File: src/rtl/host_reg_pkg.sv
package host_reg_pkg;
    typedef enum logic [1:0] {
        ST_IDLE,
        ST_WR_HOLD,
        ST_RD_HOLD,
        ST_PAD
    } hst_state_e;

    localparam logic [1:0] A_COEF  = 2'd0;
    localparam logic [1:0] A_CFG   = 2'd1;
    localparam logic [1:0] A_NORM  = 2'd2;
    localparam logic [1:0] A_ORDER = 2'd3;

    localparam int CFG_RUN  = 0;
    localparam int CFG_MODE = 1;
    localparam int CFG_MSB  = 2;
    localparam int CFG_LOCK = 3;
endpackage

File: src/rtl/host_bus_decode.sv
module host_bus_decode (
    input  logic cs_n,
    input  logic strb_n,
    input  logic rw,
    input  logic split_mode,
    output logic acc_wr,
    output logic acc_rd,
    output logic acc_any
);
    always_comb begin
        if (split_mode) begin
            acc_wr  = !cs_n && !strb_n;
            acc_rd  = !cs_n && !rw && strb_n;
            acc_any = !cs_n && (!strb_n || !rw);
        end else begin
            acc_any = !cs_n && !strb_n;
            acc_wr  = acc_any && !rw;
            acc_rd  = acc_any && rw;
        end
    end
endmodule

File: src/rtl/coef_loader.sv
module coef_loader #(
    parameter int DATA_W    = 8,
    parameter int IDX_W     = 8,
    parameter int CELL_LOG2 = 2
) (
    input  logic                clk,
    input  logic                rst_n,
    input  logic                byte_wr,
    input  logic [DATA_W-1:0]   byte_in,
    input  logic                msb_first,
    input  logic [IDX_W-1:0]    order,
    input  logic                restart,
    input  logic                pad_go,
    output logic                coef_we,
    output logic [IDX_W-1:0]    coef_addr,
    output logic [2*DATA_W-1:0] coef_data,
    output logic                pad_needed,
    output logic                pad_last,
    output logic                at_last,
    output logic                in_last_grp
);
    logic              phase_q;
    logic [DATA_W-1:0] first_q;
    logic [IDX_W-1:0]  cptr_q;
    logic [IDX_W-1:0]  pad_ptr_q;

    assign at_last     = (cptr_q == order);
    assign in_last_grp = (order[IDX_W-1:CELL_LOG2] != '0) &&
                         (cptr_q[IDX_W-1:CELL_LOG2] == order[IDX_W-1:CELL_LOG2]);
    assign pad_needed  = byte_wr && phase_q && at_last &&
                         (order[CELL_LOG2-1:0] != '1);
    assign pad_last    = (pad_ptr_q[CELL_LOG2-1:0] == '1);

    always_ff @(posedge clk or negedge rst_n) begin
        if (!rst_n) begin
            phase_q   <= 1'b0;
            first_q   <= '0;
            cptr_q    <= '0;
            pad_ptr_q <= '0;
            coef_we   <= 1'b0;
            coef_addr <= '0;
            coef_data <= '0;
        end else begin
            coef_we <= 1'b0;
            if (restart) begin
                phase_q <= 1'b0;
                cptr_q  <= '0;
            end else if (byte_wr) begin
                if (!phase_q) begin
                    first_q <= byte_in;
                    phase_q <= 1'b1;
                end else begin
                    phase_q   <= 1'b0;
                    coef_we   <= 1'b1;
                    coef_addr <= cptr_q;
                    coef_data <= msb_first ? {first_q, byte_in} : {byte_in, first_q};
                    cptr_q    <= at_last ? '0 : cptr_q + 1'b1;
                    pad_ptr_q <= cptr_q + 1'b1;
                end
            end else if (pad_go) begin
                coef_we   <= 1'b1;
                coef_addr <= pad_ptr_q;
                coef_data <= '0;
                pad_ptr_q <= pad_ptr_q + 1'b1;
            end
        end
    end
endmodule

File: src/rtl/host_reg_port.sv
module host_reg_port
    import host_reg_pkg::*;
#(
    parameter int DATA_W    = 8,
    parameter int NORM_W    = 5,
    parameter int ORDER_W   = 8,
    parameter int CELL_LOG2 = 2
) (
    input  logic                clk,
    input  logic                rst_n,
    input  logic                cs_n,
    input  logic [1:0]          bus_addr,
    input  logic                bus_strb_n,
    input  logic                bus_rw,
    input  logic [DATA_W-1:0]   bus_wdata,
    output logic [DATA_W-1:0]   bus_rdata,
    input  logic                buf_full,
    output logic                run_en,
    output logic                seq_mode,
    output logic [NORM_W-1:0]   norm_sel,
    output logic [ORDER_W-1:0]  order_m1,
    output logic                coef_we,
    output logic [ORDER_W-1:0]  coef_addr,
    output logic [2*DATA_W-1:0] coef_data
);
    localparam int COEF_W = 2 * DATA_W;

    hst_state_e         state_q, state_d;
    logic [3:0]         cfg_q;
    logic [NORM_W-1:0]  norm_q;
    logic [ORDER_W-1:0] order_q;
    logic [DATA_W-1:0]  rdata_q;
    logic [DATA_W-1:0]  rd_mux;

    logic acc_wr, acc_rd, acc_any;
    logic locked, split_mode;
    logic wr_fire, rd_fire;
    logic byte_wr, restart, pad_go;
    logic pad_needed, pad_last, at_last, in_last_grp;
    logic [COEF_W-1:0] ld_data;

    assign locked     = cfg_q[CFG_LOCK];
    assign split_mode = cfg_q[CFG_MODE] && locked;

    host_bus_decode u_dec (
        .cs_n       (cs_n),
        .strb_n     (bus_strb_n),
        .rw         (bus_rw),
        .split_mode (split_mode),
        .acc_wr     (acc_wr),
        .acc_rd     (acc_rd),
        .acc_any    (acc_any)
    );

    assign wr_fire = (state_q == ST_IDLE) && acc_wr;
    assign rd_fire = (state_q == ST_IDLE) && acc_rd && !acc_wr;
    assign byte_wr = wr_fire && locked && (bus_addr == A_COEF);
    assign restart = wr_fire && locked && (bus_addr == A_ORDER);
    assign pad_go  = (state_q == ST_PAD);

    coef_loader #(
        .DATA_W    (DATA_W),
        .IDX_W     (ORDER_W),
        .CELL_LOG2 (CELL_LOG2)
    ) u_ld (
        .clk         (clk),
        .rst_n       (rst_n),
        .byte_wr     (byte_wr),
        .byte_in     (bus_wdata),
        .msb_first   (cfg_q[CFG_MSB]),
        .order       (order_q),
        .restart     (restart),
        .pad_go      (pad_go),
        .coef_we     (coef_we),
        .coef_addr   (coef_addr),
        .coef_data   (ld_data),
        .pad_needed  (pad_needed),
        .pad_last    (pad_last),
        .at_last     (at_last),
        .in_last_grp (in_last_grp)
    );
    assign coef_data = ld_data;

    // state register
    always_ff @(posedge clk or negedge rst_n) begin
        if (!rst_n) state_q <= ST_IDLE;
        else        state_q <= state_d;
    end

    // transitions
    always_comb begin
        state_d = state_q;
        unique case (state_q)
            ST_IDLE: begin
                if (wr_fire)      state_d = pad_needed ? ST_PAD : ST_WR_HOLD;
                else if (rd_fire) state_d = ST_RD_HOLD;
            end
            ST_WR_HOLD: if (!acc_any) state_d = ST_IDLE;
            ST_RD_HOLD: if (!acc_any) state_d = ST_IDLE;
            ST_PAD:     if (pad_last) state_d = ST_WR_HOLD;
            default:    state_d = ST_IDLE;
        endcase
    end

    assign seq_mode = (order_q[ORDER_W-1:CELL_LOG2] != '0);

    always_comb begin
        unique case (bus_addr)
            A_CFG:   rd_mux = DATA_W'({at_last, in_last_grp, buf_full, seq_mode, cfg_q});
            A_NORM:  rd_mux = DATA_W'(norm_q);
            A_ORDER: rd_mux = DATA_W'(order_q);
            default: rd_mux = '0;
        endcase
    end

    // registers and read data
    always_ff @(posedge clk or negedge rst_n) begin
        if (!rst_n) begin
            cfg_q   <= 4'b0010;
            norm_q  <= '0;
            order_q <= '0;
            rdata_q <= '0;
        end else begin
            if (wr_fire) begin
                unique case (bus_addr)
                    A_CFG: begin
                        if (locked) begin
                            cfg_q[CFG_RUN] <= bus_wdata[CFG_RUN];
                            cfg_q[CFG_MSB] <= bus_wdata[CFG_MSB];
                        end else begin
                            cfg_q <= bus_wdata[3:0];
                        end
                    end
                    A_NORM:  if (locked) norm_q  <= bus_wdata[NORM_W-1:0];
                    A_ORDER: if (locked) order_q <= bus_wdata[ORDER_W-1:0];
                    default: ;
                endcase
            end
            if (rd_fire)
                rdata_q <= rd_mux;
            else if (!((state_q == ST_RD_HOLD) && acc_any))
                rdata_q <= '0;
        end
    end

    assign bus_rdata = rdata_q;
    assign run_en    = cfg_q[CFG_RUN] && locked;
    assign norm_sel  = norm_q;
    assign order_m1  = order_q;
endmodule

File: config.mk
export PLATFORM = sky130hd
export DESIGN_NAME = host_reg_port
export DESIGN_NICKNAME = d
export VERILOG_FILES = /design/src/rtl/host_reg_pkg.sv /design/src/rtl/host_bus_decode.sv /design/src/rtl/coef_loader.sv /design/src/rtl/host_reg_port.sv
export SDC_FILE = /design/constraint.sdc
export NUM_CORES = 1
export LEC_CHECK = 0
export BUFFER_PORTS_ARGS = -buffer_cell sky130_fd_sc_hd__buf_2
export CORE_ASPECT_RATIO = 1.1
export CORE_UTILIZATION = 26
export DETAILED_ROUTE_END_ITERATION = 12
export GPL_TIMING_DRIVEN = 0
export SYNTH_ARGS = -nofsm -noshare
export SYNTH_HDL_FRONTEND = slang
export SYNTH_HIERARCHICAL = 1
export SYNTH_SLANG_ARGS = --single-unit
File: constraint.sdc
create_clock -name clk -period 3.9 [get_ports clk]
set_input_delay 0.39 -clock clk [delete_from_list [all_inputs] [get_ports clk]]
set_output_delay 0.39 -clock clk [all_outputs]
set_load 0.01 [all_outputs]
==> out/results.ini <==
[die]
rows = 46
die_w_um = 120
core_sq_mm = 0.0146
initial_utilization_pct = 27.1
dieArea_sq_mm = 0.0157
io_pins = 64
fp.dieH_um = 131

[clock_tree]
post_cts_buffers = 0
clock_sinks = 77
cts_made_buffers = 9
cts_tree = built
cts_buffer_depth = 2
clkSlewWorstSetupHoldPaths_ns = 0.06
cts_max_level = 3
cts-root-buf = clkbuf_16
clk_latency_ns = 0.33

[sta]
finalClockSkew_ns = 0.00525
report.final.slew_viol_count = 0
post-route-period-util_pct = 88.6
tightest_slew_ns = 0.729
rsz0062_at_grt = false
setup_viol = 0
finalHoldViolations = 0
setup_tns_ns = 0
max_freq_mhz = 289
slew_headroom_pct = 51.1
period_needed_ns = 3.46

[place]
dp_cells = 616
hpwl_mm = 7.55
placed_cell_area_sq_mm = 0.00454
portBuffers = 63
place_congestion = 0.790

[global_route]
grt_pass1_wl_mm = 17.3
gr-total-overflow = 0
grtUsageTotal_pct = 13.9
grt_max_degree = 63
antenna_found_initial = 0
grt_pass1_vias = 3170

[yosys]
syn_nets = 382
synth.largest_area_cell = dfrtp_1
syn-cell-area_sq_mm = 0.00396
postSynth.asyncResetShare_pct = 100
yosysWarningCount = 6
synth_edf_count = 0
synthFlopType = dfrtp_1
synth.avg_cell_area_sq_um = 11.0
synth_cell_type_count = 59
yosysSeqAreaShare_pct = 48.7
ys_ff_latch = 77
yosysTopAreaCellShare_pct = 48.1
syn_inst = 360
synth_area_leaders = dfrtp_1 (48%), mux2_2 (8.0%), mux2i_1 (7.8%)

[layout]
fin_area_sq_mm = 0.00488
area_growth_pct = 23.3
nets = 458
antenna_cells = 0
layout-drive-gt1-share_pct = 30.2
fin_cells = 633

[detailed_routing]
first_pass_iters = 4
drc = 0
drt_iter0_drc = 168
via_count = 3076
antenna_left = 0
wl_mm = 10.3
viasPerCell = 4.86
detail_route.wl_per_cell_um = 16.2

[worst_setup_path]
worst_setup_path_end_kind = flop
required_ns = 4.12
crit_slowest_cell = nor3_2
worstPathMaxFanout = 8
cp_cell_sequence = clkbuf_1, and2_1, nor2b_1, nor3_1, nand2_1, nor4b_1, buf_2, inv_1, nor3_2, mux2_2
criticalPathCategory = flop to flop
cp-start-kind = flop
critPathMaxStageDelay_ns = 0.62
cp_data_arrival_time_ns = 3.67

[hold_path]
min_path_type = input pin to flop

[status]
status = finished clean

[power_and_ir_drop]
vdd_drop_max_mv = 0.348
p_leak_nw = 2.29
power.density_mw_per_mm2 = 530
total_power_w = 0.00259

[flow_run]
maxCapViolCount = 0

[critical path, delay by kind of cell, from the launching register on]
kind / cells / cell delay (ns)
simple gates: 6 / 1.96
flops: 1 / 0.32
buf+inv: 3 / 0.65
mux: 1 / 0.41
[where the power goes]
group          total (W)  leakage, nW  switching [W]  internal, W
sequential       0.00102         1.06       0.000110     0.000906
combinational   0.000662         1.08       0.000365     0.000297
clock           0.000909        0.152       0.000330     0.000579
[path summary, 6_finish.rpt]
check | cells after the start | end | from | slack, ns
max | 10 | u_ld/first_q[6]$_DFFE_PN0P_ | cfg_q[3]$_DFFE_PN0P_ | 0.44
min | 3 | bus_rdata[5]$_DFFE_PN0P_ | buf_full | 0.33
max reg2reg | 10 | u_ld/first_q[6]$_DFFE_PN0P_ | cfg_q[3]$_DFFE_PN0P_ | 0.44
min reg2reg | 2 | u_ld/coef_addr[1]$_DFFE_PN0P_ | u_ld/coef_addr[1]$_DFFE_PN0P_ | 0.48
max in group asynchronous | 3 | cfg_q[1]$_DFFE_PN1P_ | rst_n | 2.80
min in group asynchronous | 2 | u_ld/coef_we$_DFF_PN0_ | rst_n | 0.48
[stage by stage]
stage	utilization, %	worst slack (ns)	hold WS, ns
CTS	33.4	0.417	0.323
finish	33.4	0.445	0.331
global placement	30.9	0.552	0.463
floorplan	-	1.12	0.0944
global route	33.4	0.113	0.326
detailed placement	31.1	0.448	0.278
[state kept, by name, indices dropped and copies added, names as in the netlist]
| signal | flops |
|---|---|
| u_ld/first_q | 8 |
| norm_sel | 5 |
| u_ld/coef_addr | 8 |
| u_ld/cptr_q | 8 |
| u_ld/coef_data | 16 |
| u_ld/pad_ptr_q | 8 |
| u_ld/phase_q | 1 |
| state_q | 2 |
| bus_rdata | 8 |
| u_ld/coef_we | 1 |
| cfg_q | 4 |
| order_m1 | 8 |
[layout make-up]
cell class	instances	area (sq um)
plain buffers	22	113
clock buffers	11	243
clock inverters	5	83.8
fillers	1513	9740
inverters	7	27.5
multi-input cells	254	1890
flip-flops and latches	77	1930
well taps	192	240
repair buffers	65	355
[routing by layer]
metal	vias up	part of all wire [%]	GRT usage (%)
li1	1465	-	-
met5	-	0	0
met3	17	3.6	2.99
met4	0	2.0	4.79
met2	63	50	23.4
met1	1531	45	17.4
[synth_stat cells, types with 5 or more instances]
cell        n
nand2_1    42
mux2_2     28
dfrtp_1    76
nand3_1     6
mux2i_1    31
nor2_1     15
o21ai_0    19
ha_1        6
a22oi_1     5
buf_2       5
inv_1       6
o31ai_1    16
a21oi_1     9
clkbuf_1    8
a21o_1      6
o2bb2ai_1   7
xnor2_1    11
[cells in the final DEF, fill, tap and decap left out, types with 2 or more instances in the layout]
| master | netlist | routed |
|---|---|---|
| a21o_1 | 6 | 6 |
| a21oi_1 | 9 | 9 |
| a221o_1 | 2 | 2 |
| a22oi_1 | 5 | 5 |
| a311oi_1 | 2 | 2 |
| and2_1 | 2 | 2 |
| and2_2 | 2 | 2 |
| and4_1 | 2 | 2 |
| buf_1 | 3 | 3 |
| buf_2 | 5 | 67 |
| buf_4 | 4 | 5 |
| bufinv_16 | 0 | 2 |
| clkbuf_1 | 8 | 9 |
| clkbuf_16 | 0 | 9 |
| clkinvlp_4 | 0 | 2 |
| dfrtp_1 | 76 | 76 |
| ha_1 | 6 | 6 |
| inv_1 | 6 | 6 |
| mux2_2 | 28 | 28 |
| mux2i_1 | 31 | 31 |
| nand2_1 | 42 | 42 |
| nand2b_1 | 4 | 4 |
| nand3_1 | 6 | 6 |
| nand4_1 | 4 | 4 |
| nand4b_1 | 2 | 2 |
| nor2_1 | 15 | 15 |
| nor3_1 | 4 | 4 |
| nor3b_1 | 3 | 3 |
| o21ai_0 | 19 | 19 |
| o2bb2ai_1 | 7 | 7 |
| o31ai_1 | 16 | 16 |
| xnor2_1 | 11 | 11 |
[kinds of logic (layout without fill, tap and decap cells)]
logic type	after synthesis	after routing	synth area share, %
fa+ha+maj	6	6	1.90
flops	77	77	48.7
mux	59	59	15.8
buf+inv	29	110	3.54
compound gates	75	75	13.3
simple gates	102	102	14.1
xor+xnor	12	12	2.66
[what timing repair did]
action,4_1_cts,5_1_grt
gates resized for setup,0,0
endpoints found under the hold margin,15,0
endpoints found under the setup margin,0,0
hold buffers,1,0
(Power assumes the default switching activity.)
